`src/rtl/spi_clken_master.sv`:
```
module spi_clken_master #(
  parameter int WORD_W   = 8,
  parameter int CLK_DIV  = 4,
  parameter int PREFETCH = 2
) (
  input  logic              clk,
  input  logic              rst,
  input  logic              mode_cpol,
  input  logic              mode_cpha,
  input  logic              wr_en,
  input  logic [WORD_W-1:0] wr_data,
  output logic              data_req,
  output logic [WORD_W-1:0] rx_data,
  output logic              rx_valid,
  output logic              sck,
  output logic              mosi,
  output logic              ss_n,
  input  logic              miso
);
  localparam int HALF = CLK_DIV / 2;
  localparam int WCYC = WORD_W * CLK_DIV;
  localparam int DW   = (HALF > 1) ? $clog2(HALF) : 1;
  localparam int BW   = $clog2(WORD_W);
  localparam int PW   = $clog2(WCYC);

  // parameter legality
  if (CLK_DIV < 2 || (CLK_DIV % 2) != 0 || PREFETCH < 1 || PREFETCH > WCYC - 1) begin : g_bad_param
    $error("spi_clken_master: illegal CLK_DIV or PREFETCH");
  end

  logic              busy, half_q, cpol_q, cpha_q, nxt_vld;
  logic [DW-1:0]     div_q;
  logic [BW-1:0]     bit_q;
  logic [PW-1:0]     pos_q;
  logic [WORD_W-1:0] tx_sh, rx_sh, nxt_q;

  wire tick     = busy && div_q == DW'(HALF - 1);
  wire bit_end  = tick && half_q;
  wire last_bit = bit_q == BW'(WORD_W - 1);
  wire word_end = bit_end && last_bit;
  wire more     = nxt_vld || wr_en;
  wire samp     = busy && half_q && div_q == '0;

  assign data_req = busy && pos_q == PW'(WCYC - 1 - PREFETCH);
  assign rx_data  = rx_sh;

  always_ff @(posedge clk) begin
    if (rst) begin
      busy     <= 1'b0;
      half_q   <= 1'b0;
      div_q    <= '0;
      bit_q    <= '0;
      pos_q    <= '0;
      nxt_vld  <= 1'b0;
      nxt_q    <= '0;
      tx_sh    <= '0;
      rx_sh    <= '0;
      rx_valid <= 1'b0;
      cpol_q   <= 1'b0;
      cpha_q   <= 1'b0;
      sck      <= mode_cpol;
      mosi     <= 1'b0;
      ss_n     <= 1'b1;
    end else begin
      sck      <= busy ? (cpol_q ^ cpha_q ^ half_q) : mode_cpol;
      mosi     <= tx_sh[WORD_W-1];
      ss_n     <= ~busy;
      rx_valid <= samp && last_bit;
      if (samp) rx_sh <= {rx_sh[WORD_W-2:0], miso};
      if (!busy) begin
        nxt_vld <= 1'b0;
        if (wr_en) begin
          busy   <= 1'b1;
          tx_sh  <= wr_data;
          cpol_q <= mode_cpol;
          cpha_q <= mode_cpha;
          half_q <= 1'b0;
          div_q  <= '0;
          bit_q  <= '0;
          pos_q  <= '0;
        end
      end else begin
        pos_q <= word_end ? '0 : pos_q + 1'b1;
        div_q <= tick ? '0 : div_q + 1'b1;
        if (tick) half_q <= ~half_q;
        if (bit_end) begin
          bit_q <= last_bit ? '0 : bit_q + 1'b1;
          tx_sh <= last_bit ? (wr_en ? wr_data : nxt_q) : {tx_sh[WORD_W-2:0], 1'b0};
        end
        if (word_end) begin
          nxt_vld <= 1'b0;
          if (!more) busy <= 1'b0;
        end else if (wr_en) begin
          nxt_q   <= wr_data;
          nxt_vld <= 1'b1;
        end
      end
    end
  end

  AST_IDLE_SCK: assert property (@(posedge clk) disable iff (rst)
    ss_n |-> sck == $past(mode_cpol));
  AST_MOSI_WITH_SCK: assert property (@(posedge clk) disable iff (rst)
    (!ss_n && !$past(ss_n) && mosi != $past(mosi)) |-> sck != $past(sck));
  AST_REQ_PULSE: assert property (@(posedge clk) disable iff (rst)
    data_req |=> !data_req);
  AST_RXV_PULSE: assert property (@(posedge clk) disable iff (rst)
    rx_valid |=> !rx_valid);
  AST_RXV_IN_XFER: assert property (@(posedge clk) disable iff (rst)
    rx_valid |-> !ss_n);
  AST_WORD_END_ALIGN: assert property (@(posedge clk) disable iff (rst)
    word_end |-> pos_q == PW'(WCYC - 1));
endmodule

```
`config.mk`:
```
export PLATFORM = sky130hd
export DESIGN_NAME = spi_clken_master
export DESIGN_NICKNAME = d
export VERILOG_FILES = /design/src/rtl/spi_clken_master.sv
export SDC_FILE = /design/constraint.sdc
export NUM_CORES = 1
export LEC_CHECK = 0
export CORE_MARGIN = 2
export CORE_UTILIZATION = 48
export DETAILED_ROUTE_END_ITERATION = 8
export PLACE_DENSITY = 0.74
export SLEW_MARGIN = 5
export SYNTH_ARGS = -nofsm -noshare
export SYNTH_HDL_FRONTEND = slang
export SYNTH_SLANG_ARGS = --single-unit
```
`constraint.sdc`:
```
create_clock -name clk -period 1.6 [get_ports clk]
set_input_delay 0.16 -clock clk [delete_from_list [all_inputs] [get_ports clk]]
set_output_delay 0.16 -clock clk [all_outputs]
set_load 0.005 [all_outputs]
```
==> results.txt <==
hpwl dp -> 2.909 mm
vias in the first global route -> 1603
period utilisation layout -> 98.31%
post-synthesis register bit count -> 42
WHS -> 0.4129 ns
Main synth FF type -> dfxtp_1
Detail Route Antenna Nets -> 0
Yosys top cell area share -> 43.35%
layout cells sized above 1 -> 14.39%
asr flop ratio synth -> 0%
Die Area -> 0.004565 mm²
CP arrival -> 1.80 ns
Pleak -> 0.0008915 µW
Post-synth EDFFs -> 0
CTS H-Tree Depth -> 2
Mapped Area -> 0.001939 mm²
final RePlAce weighted congestion -> 0.8282
vias -> 1734
drt total wl -> 4.407 mm
Yosys top cell by area -> dfxtp_1
sequential fraction of the synthesis area -> 43.35%
RSZ-0062 raised after global routing -> yes
CTS max path bufs -> 2
placed cells -> 306
Yosys warnings -> 0
Die Ht -> 67.57 µm
Final setup viols -> 0
Ant. Diodes -> 0
drt pass-1 iters -> 6
maxcap violations -> 0
post-layout min period -> 1.573 ns
end of the worst register-to-register path -> pos_q[3]
drt initial violations -> 101
Worst Setup EP -> pos_q[3]
CTS sink count -> 42
Final nets -> 282
Avg Synthesized Cell Area -> 8.395 µm²
maximum vdd drop -> 0.5676 mV
Worst-Margin Slew -> 0.3929 ns
largest net degree at the start of global routing -> 38
final hold violations -> 0
# DRC -> 0
IO buf count -> 26
Yosys cell types -> 31
Post-CTS Setup Inserts -> 0
initial antenna violation count -> 0
crit-path max FO -> 4
Pwr Total -> 2069 µW
die span in x -> 67.57 µm
WL per Instance -> 14.04 µm
Non-Filler Instances -> 314
ranking of synthesized cells by area -> dfxtp_1 43%, a21oi_1 6.5%, nand3_1 6.2%
clock slew at reported path FFs -> 0.08 ns
FF-to-FF Start -> bit_q[0]
CTS tree -> done
Worst Setup Path Type -> flop to flop
Critical Path End Type -> flop
Max Freq -> 0.6358 GHz
CTS root buffer -> clkbuf_8
pre-CTS setup slack -> 0.01909 ns
count leader, synth -> dfxtp_1
Post-Syn Instances -> 231
total core area -> 0.003943 mm²
Setup WS post-layout -> 0.02709 ns
syn nets -> 250
Area Overhead vs Synth -> 25.48%
Starting Density -> 49.19%
reg2reg path depth -> 5
row cnt -> 23
clk_lat worst skew -> 0.30 ns
worst min path class -> primary input to flop
Setup crit start kind -> flop
Power Density -> 850.4 mW/mm²
I/O pin count -> 27
first-pass GRT wire length -> 7.403 mm
CP startpoint -> bit_q[0]
CP required -> 1.83 ns
total track usage -> 21.44%
Slew HR -> 73.60%
DR vias/cell -> 5.522
clock skew -> 0.007504 ns
run status -> finished clean
top cells by count, synth -> 42 x dfxtp_1, 25 x a21oi_1, 24 x nand3_1
GRT Residual Overflow -> 0
Inserted Clock Buffers -> 5
Pins Over Slew Limit -> 0
flop2flop setup slack -> 0.03 ns
report_power, final:
part           switching (µW)  internal, µW  total [µW]  leakage [µW]
clock network             368           347         715     0.0000472
registers                26.8          1090        1110      0.000344
logic                     121           120         241      0.000500
flip-flops by register name, summed over array words and instances (netlist names):
name and flops:
bit_q 3, rx_valid 1, ss_n 1, cpol_q 1
pos_q 5, rx_data 8, div_q 1, sck 1
mosi 1, cpha_q 1, busy 1, nxt_q 8
half_q 1, nxt_vld 1, tx_sh 8
metal layers:
metal,up-vias,global-route usage [%],share of wire (%)
li1,885,-,-
met1,814,27.39,47
met2,30,34.44,48
met3,5,4.167,3.9
met4,0,10.46,1.2
met5,-,0,0
cells by family (layout without fill, tap and decap cells):
| family | Yosys count | count (layout) | share of synthesized area (%) |
|---|---|---|---|
| and+or+nand+nor | 88 | 88 | 22.90 |
| AOI/OAI and AO/OA | 65 | 65 | 20.00 |
| DFF | 42 | 42 | 43.36 |
| buffers and inverters | 21 | 54 | 5.548 |
| muxes | 7 | 7 | 3.613 |
| adders and majority gates | 5 | 5 | 3.226 |
| xor gates and xnor gates | 3 | 3 | 1.355 |
placed cells by master, fill, tap and decap left out, types with 3 or more instances in the layout:
master,netlist,final
dfxtp_2,0,4
inv_1,3,3
nand2_1,22,22
dfxtp_1,42,38
buf_4,2,16
nor3_1,11,11
clkdlybuf4s50_1,0,25
nand3_1,24,23
nand3b_1,3,3
a311oi_1,8,7
nor2b_1,3,3
nor2_1,7,7
a21o_1,7,7
clkbuf_8,0,6
o21ai_0,21,21
a21oi_1,25,25
mux2i_1,7,7
nand2b_1,11,11
through the flow:
| stage | TNS, ns | utilization, % | area, µm² |
|---|---|---|---|
| after floorplan | 0 | - | 1942 |
| after global placement | 0 | 58.55 | 2308 |
| after detailed placement | 0 | 58.55 | 2308 |
| after CTS | 0 | 61.03 | 2406 |
| after global routing | -0.03381 | 61.73 | 2434 |
| final | 0 | 61.73 | 2434 |
final cells by class:
type,count,area [µm²]
fillers,334,1509
multi-input cells,168,1020
flip-flops and latches,42,845.8
repair buffers,43,399.1
clock buffers,6,82.58
well taps,50,62.56
clock inverters,2,12.51
inverters,3,11.26
worst max-delay path: stages, from the launching register on:
cell and delay, ns:
dfxtp_2 0.34, ha_2 0.21, ha_2 0.21, and3_1 0.20, or4_4 0.48, o211ai_2 0.07
worst min-delay path by stage:
| stage | start | to | slack [ns] | cells after the start |
|---|---|---|---|---|
| after global placement | nxt_vld | nxt_vld | 0.45 | 2 |
| after CTS | mode_cpha | cpha_q | 0.41 | 3 |
| after detailed placement | rx_data[7] | rx_data[7] | 0.46 | 2 |
| after floorplan | mode_cpol | sck | 0.27 | 2 |
| final | mode_cpha | cpha_q | 0.41 | 3 |
| after global routing | mode_cpha | cpha_q | 0.42 | 3 |
what timing repair did:
item / in CTS / in global routing
hold buffers: 0 / 0
endpoints found under the setup margin: 1 / 11
resized for setup: 4 / 6
No activity file was read; power rests on OpenSTA's default activity.
